File: src/rtl/odd_uart_rx_pkg.sv
`timescale 1ns/1ps
package odd_uart_rx_pkg;
  typedef enum logic [2:0] {
    RX_IDLE,
    RX_START,
    RX_DATA,
    RX_PAR,
    RX_STOP
  } rx_state_e;
endpackage

File: src/rtl/odd_uart_sync.sv
`timescale 1ns/1ps
module odd_uart_sync #(
  parameter int STAGES = 2
) (
  input  logic clk_i,
  input  logic rst_ni,
  input  logic d_i,
  output logic q_o
);
  logic [STAGES-1:0] pipe_q;

  // resets to the idle level so reset release is not seen as a start edge
  always_ff @(posedge clk_i or negedge rst_ni) begin
    if (!rst_ni) pipe_q <= '1;
    else         pipe_q <= {pipe_q[STAGES-2:0], d_i};
  end

  assign q_o = pipe_q[STAGES-1];
endmodule

File: src/rtl/odd_uart_bit_timer.sv
`timescale 1ns/1ps
module odd_uart_bit_timer #(
  parameter int CLKS_PER_BIT = 434
) (
  input  logic clk_i,
  input  logic rst_ni,
  input  logic clr_i,
  output logic half_o,
  output logic full_o
);
  localparam int CW = $clog2(CLKS_PER_BIT + 1);
  localparam logic [CW-1:0] HALF_LAST = CW'(CLKS_PER_BIT / 2 - 1);
  localparam logic [CW-1:0] FULL_LAST = CW'(CLKS_PER_BIT - 1);

  logic [CW-1:0] cnt_q;

  always_ff @(posedge clk_i or negedge rst_ni) begin
    if (!rst_ni)     cnt_q <= '0;
    else if (clr_i)  cnt_q <= '0;
    else if (cnt_q != FULL_LAST) cnt_q <= cnt_q + 1'b1;
  end

  assign half_o = (cnt_q == HALF_LAST);
  assign full_o = (cnt_q == FULL_LAST);

  assert_cnt_in_period_R9: assert property (@(posedge clk_i) disable iff (!rst_ni)
    cnt_q <= FULL_LAST);
  assert_cnt_steps_R9: assert property (@(posedge clk_i) disable iff (!rst_ni)
    (!clr_i && !full_o) |=> (cnt_q == $past(cnt_q) + 1'b1));
endmodule

File: src/rtl/odd_uart_deser.sv
`timescale 1ns/1ps
module odd_uart_deser #(
  parameter int DATA_BITS = 8
) (
  input  logic                 clk_i,
  input  logic                 rst_ni,
  input  logic                 shift_i,
  input  logic                 bit_i,
  output logic [DATA_BITS-1:0] word_o
);
  logic [DATA_BITS-1:0] sh_q;

  // first bit on the line ends up at position 0
  always_ff @(posedge clk_i or negedge rst_ni) begin
    if (!rst_ni)      sh_q <= '0;
    else if (shift_i) sh_q <= {bit_i, sh_q[DATA_BITS-1:1]};
  end

  assign word_o = sh_q;

  assert_shift_hold_R4: assert property (@(posedge clk_i) disable iff (!rst_ni)
    !shift_i |=> $stable(sh_q));
endmodule

File: src/rtl/odd_uart_rx.sv
`timescale 1ns/1ps
module odd_uart_rx
  import odd_uart_rx_pkg::*;
#(
  parameter int CLKS_PER_BIT = 434,
  parameter int DATA_BITS    = 8
) (
  input  logic                 clk_i,
  input  logic                 rst_ni,
  input  logic                 rx_i,
  output logic [DATA_BITS-1:0] data_o,
  output logic                 valid_o,
  output logic                 parity_err_o,
  output logic                 frame_err_o
);
  localparam int IDX_W = (DATA_BITS > 1) ? $clog2(DATA_BITS) : 1;
  localparam logic [IDX_W-1:0] LAST_IDX = IDX_W'(DATA_BITS - 1);

  rx_state_e            state_q, state_d;
  logic [IDX_W-1:0]     idx_q;
  logic                 rx_s;
  logic                 half_hit, full_hit, tmr_clr;
  logic                 par_q;
  logic                 shift_en;
  logic [DATA_BITS-1:0] word;

  odd_uart_sync #(.STAGES(2)) u_sync (
    .clk_i (clk_i), .rst_ni(rst_ni), .d_i(rx_i), .q_o(rx_s)
  );

  odd_uart_bit_timer #(.CLKS_PER_BIT(CLKS_PER_BIT)) u_timer (
    .clk_i (clk_i), .rst_ni(rst_ni), .clr_i(tmr_clr),
    .half_o(half_hit), .full_o(full_hit)
  );

  odd_uart_deser #(.DATA_BITS(DATA_BITS)) u_deser (
    .clk_i (clk_i), .rst_ni(rst_ni), .shift_i(shift_en),
    .bit_i (rx_s), .word_o(word)
  );

  assign shift_en = (state_q == RX_DATA) && full_hit;
  assign tmr_clr  = (state_q == RX_IDLE) ||
                    ((state_q == RX_START) && half_hit) || full_hit;

  always_comb begin
    state_d = state_q;
    unique case (state_q)
      RX_IDLE:  if (!rx_s) state_d = RX_START;
      RX_START: if (half_hit) state_d = rx_s ? RX_IDLE : RX_DATA;
      RX_DATA:  if (full_hit && idx_q == LAST_IDX) state_d = RX_PAR;
      RX_PAR:   if (full_hit) state_d = RX_STOP;
      RX_STOP:  if (full_hit) state_d = RX_IDLE;
      default:  state_d = RX_IDLE;
    endcase
  end

  always_ff @(posedge clk_i or negedge rst_ni) begin
    if (!rst_ni) begin
      state_q      <= RX_IDLE;
      idx_q        <= '0;
      par_q        <= 1'b0;
      data_o       <= '0;
      valid_o      <= 1'b0;
      parity_err_o <= 1'b0;
      frame_err_o  <= 1'b0;
    end else begin
      state_q <= state_d;
      valid_o <= 1'b0;
      if (state_q == RX_START) idx_q <= '0;
      else if (shift_en)       idx_q <= idx_q + 1'b1;
      if ((state_q == RX_PAR) && full_hit) par_q <= rx_s;
      if ((state_q == RX_STOP) && full_hit) begin
        valid_o      <= 1'b1;
        data_o       <= word;
        parity_err_o <= ~(^{word, par_q});
        frame_err_o  <= ~rx_s;
      end
    end
  end

  assert_valid_one_clock_R7: assert property (@(posedge clk_i) disable iff (!rst_ni)
    valid_o |=> !valid_o);
  assert_outputs_hold_R7: assert property (@(posedge clk_i) disable iff (!rst_ni)
    !valid_o |-> ($stable(data_o) && $stable(parity_err_o) && $stable(frame_err_o)));
  assert_valid_after_stop_R7: assert property (@(posedge clk_i) disable iff (!rst_ni)
    $rose(valid_o) |-> ($past(state_q) == RX_STOP));
  assert_glitch_dropped_R3: assert property (@(posedge clk_i) disable iff (!rst_ni)
    (state_q == RX_START && half_hit && rx_s) |=> (state_q == RX_IDLE && !valid_o));
  assert_idle_needs_edge_R2: assert property (@(posedge clk_i) disable iff (!rst_ni)
    (state_q == RX_IDLE && rx_s) |=> (state_q == RX_IDLE));
endmodule

File: config.mk
export PLATFORM = sky130hd
export DESIGN_NAME = odd_uart_rx
export DESIGN_NICKNAME = d
export VERILOG_FILES = /design/src/rtl/odd_uart_rx_pkg.sv /design/src/rtl/odd_uart_sync.sv /design/src/rtl/odd_uart_bit_timer.sv /design/src/rtl/odd_uart_deser.sv /design/src/rtl/odd_uart_rx.sv
export SDC_FILE = /design/constraint.sdc
export NUM_CORES = 1
export LEC_CHECK = 0
export ABC_CLOCK_PERIOD_IN_PS = 3100
export BUFFER_PORTS_ARGS = -buffer_cell sky130_fd_sc_hd__buf_2
export CORE_UTILIZATION = 55
export CTS_CLUSTER_DIAMETER = 100
export CTS_CLUSTER_SIZE = 12
export DETAILED_ROUTE_END_ITERATION = 8
export PLACE_DENSITY = 0.84
export SETUP_SLACK_MARGIN = 0.1
export SYNTH_ARGS = -nofsm -noshare
export SYNTH_HDL_FRONTEND = slang
export SYNTH_SLANG_ARGS = --single-unit
File: constraint.sdc
create_clock -name clk_i -period 3.1 [get_ports clk_i]
set_clock_uncertainty 0.05 [all_clocks]
set_input_delay 0.62 -clock clk_i [delete_from_list [all_inputs] [get_ports clk_i]]
set_output_delay 0.62 -clock clk_i [all_outputs]
set_load 0.02 [all_outputs]
==> results.py <==
metrics = {
    "pwr": {
        "p_sw_share_pct": 20.0,
        "p_switching_uw": 169,
        "pwr-share-seq_pct": 57.4,
        "power.density_mw_per_mm2": 439,
        "p_leak_nw": 0.960,
        "intPower_uw": 677,
        "p_comb_share_pct": 1.1,
        "pwr-share-clk_pct": 41.4,
        "irDropWorstVdd_v": 0.000350,
    },
    "die": {
        "io_pins": 14,
        "coreArea_mm2": 0.00303,
        "fp.dieH_um": 58.4,
        "rows": 20,
        "dieArea_mm2": 0.00341,
        "start_util_pct": 57.8,
        "fp.dieW_um": 58.4,
    },
    "synth": {
        "synth_cell_type_count": 36,
        "synth_cells": 134,
        "yosysTopAreaCell": "dfrtp_1",
        "synth-seq-cells": 37,
        "avgSynthCellArea_um2": 13.1,
        "synth.top_cell.area_share_pct": 50.0,
        "synth_area_mm2": 0.00175,
        "yosysWarnings": 0,
        "synthesis.nets": 142,
        "ys_seq_area_share_pct": 53.0,
        "synth_area_leaders": "dfrtp_1 (50%), mux2_2 (11%), xnor2_1 (4.0%)",
    },
    "cts": {
        "h-tree-depth": 2,
        "cts-root-buf": "clkbuf_4",
        "clock_sinks": 37,
        "cts_buffer_depth": 2,
        "post_cts_buffers": 0,
        "clkLatencyLatePin_ns": 0.35,
        "postCtsResizedCells": 0,
        "cts_buffers": 5,
        "tritoncts": "yes",
        "hold_buffers": 0,
        "cts.clk_slew.worst_paths_ns": 0.11,
    },
    "sta": {
        "fmaxAchievable_mhz": 535,
        "finalCritPeriodShare_pct": 60.3,
        "slew_viol_final": 0,
        "fin_ws_ns": 1.23,
        "grt_setup_unrepaired": "false",
        "fin_tns_setup_ns": 0,
        "worst_pin_slew_ns": 0.763,
        "finalHoldViolations": 0,
        "relSlewSlack_pct": 49.1,
        "finalSetupViolCount": 0,
        "period_minus_slack_ns": 1.87,
    },
    "placed_design": {
        "numPortBuffers": 13,
        "place_ws_ns": 1.22,
        "place_hpwl_um": 2070,
        "place.gp.congestion": 0.831,
    },
    "critical_path": {
        "path_class": "flop to flop",
        "cp.required_ns": 3.30,
        "path_max_fanout": 5,
        "cp-start-kind": "flop",
        "rrSetupSlack_ns": 1.23,
        "cp-end-kind": "flop",
        "ff2ff_path_depth": 6,
        "cp.arrival_ns": 2.06,
    },
    "detailed_routing": {
        "drt_pass1_iterations": 4,
        "wl_per_cell_um": 14.7,
        "vias_per_cell": 5.25,
        "num_vias": 1029,
        "final_antenna_net_count": 0,
        "drcViolationCount": 0,
        "detail_route.wirelength_um": 2890,
        "drt_iter0_drc": 35,
    },
    "global_routing": {
        "grt_pass1_wl_um": 5020,
        "gr-total-overflow": 0,
        "grt_max_degree": 38,
        "gr-usage-all-layers_pct": 20.5,
        "grt_pass1_vias": 1069,
        "antenna_found_initial": 0,
    },
    "min_path": {
        "holdCritPathClass": "input pin to async pin",
    },
    "cells_and_area": {
        "layout-drive-gt1-share_pct": 32.9,
        "nNetsFinal": 159,
        "synthToLayoutAreaGrowth_pct": 10.2,
        "diodes": 0,
    },
    "flow_run": {
        "maxCapViolations": 0,
    },
    "status": {
        "status": "completed",
    },
}
[kinds of logic (layout without fill, tap and decap cells)]
kind of cell	Yosys count	in the layout	synth area share (%)
buffers and inverters	8	26	2.79
and+or+nand+nor	41	41	15.2
muxes	20	20	12.9
adders and majority gates	5	5	3.57
AOI/OAI and AO/OA	8	8	4.15
xor gates and xnor gates	15	15	8.29
DFF	37	37	53.0
[synthesized netlist by cell type, drive strengths merged]
| cell type | n |
|---|---|
| a41oi | 1 |
| and2 | 1 |
| and4 | 1 |
| and4b | 3 |
| and4bb | 2 |
| buf | 3 |
| dfrtp | 35 |
| dfstp | 2 |
| ha | 5 |
| inv | 5 |
| mux2 | 18 |
| mux2i | 2 |
| nand2 | 5 |
| nand2b | 1 |
| nand3 | 4 |
| nand4 | 3 |
| nor2 | 14 |
| nor2b | 2 |
| nor3 | 1 |
| nor3b | 2 |
| o21a | 1 |
| o21ai | 4 |
| o22a | 1 |
| o311ai | 1 |
| or2 | 1 |
| or3 | 1 |
| xnor2 | 8 |
| xnor3 | 1 |
| xor2 | 6 |
[sequential cells by signal, indices dropped and copies added, names as in the netlist]
name            cells
valid_o             1
u_timer.cnt_q       9
state_q             3
u_sync.pipe_q       2
idx_q               3
data_o              8
frame_err_o         1
u_deser.word_o      8
par_q               1
parity_err_o        1
[worst max-delay path, cell delays in order, from the launching register on]
cell     delay (ns)
dfrtp_1        0.42
inv_1          0.08
ha_1           0.15
and4b_1        0.39
nand3_2        0.11
or2_1          0.27
mux2_4         0.31
[path summary, 6_finish.rpt]
path	from	to
setup / recovery	u_timer.cnt_q[1]	par_q
setup reg to reg	u_timer.cnt_q[1]	par_q
hold / removal	rst_ni	data_o[5]
max in group asynchronous	rst_ni	u_timer.cnt_q[8]
min in group clk_i	rx_i	u_sync.pipe_q[0]
hold reg to reg	u_sync.pipe_q[0]	u_sync.pipe_q[1]
[layout by cell type, fill, tap and decap left out, types with 4 or more instances in the layout]
master	Yosys	routed
dfrtp_1	35	35
mux2_2	17	17
nor2_1	14	14
buf_2	0	13
xnor2_1	8	8
xor2_1	6	6
inv_1	5	5
nand2_1	5	5
ha_1	5	5
clkbuf_4	0	5
o21ai_0	4	4
[area by class of cell]
cell class,count,area (µm²)
Tap cell,44,55.1
Clock inverter,2,37.5
Clock buffer,6,51.3
Inverter,5,18.8
Fill cell,223,1100
Timing Repair Buffer,13,65.1
Multi-Input combinational cell,89,773
Sequential cell,37,928
[metrics by stage]
stage	hold slack (ns)	power, mW	utilization [%]	instances	cell area, µm²
after floorplan	0.274	0.495	-	134	1750
after global placement	0.297	0.505	60.8	188	1840
after detailed placement	0.298	0.506	60.8	188	1840
after CTS	0.291	0.854	63.7	196	1930
after global routing	0.287	0.874	63.7	196	1930
final	0.276	0.846	63.7	196	1930
[power groups by stage]
stage | sequential (mW) | combinational [mW] | clock (mW)
floorplan | 0.495 | 0.000104 | 0
global placement | 0.495 | 0.0101 | 0
detailed placement | 0.495 | 0.0105 | 0
CTS | 0.486 | 0.0105 | 0.358
global route | 0.486 | 0.0121 | 0.375
finish | 0.486 | 0.00953 | 0.351
[metal layers]
metal / GRT usage (%) / vias to the layer above / wire, µm
met4: 8.84 / 0 / 63
met3: 6.81 / 7 / 120
met5: 0 / - / 0
li1: - / 500 / -
met2: 32.2 / 17 / 1420
met1: 26.1 / 505 / 1280
(Power assumes the default switching activity.)
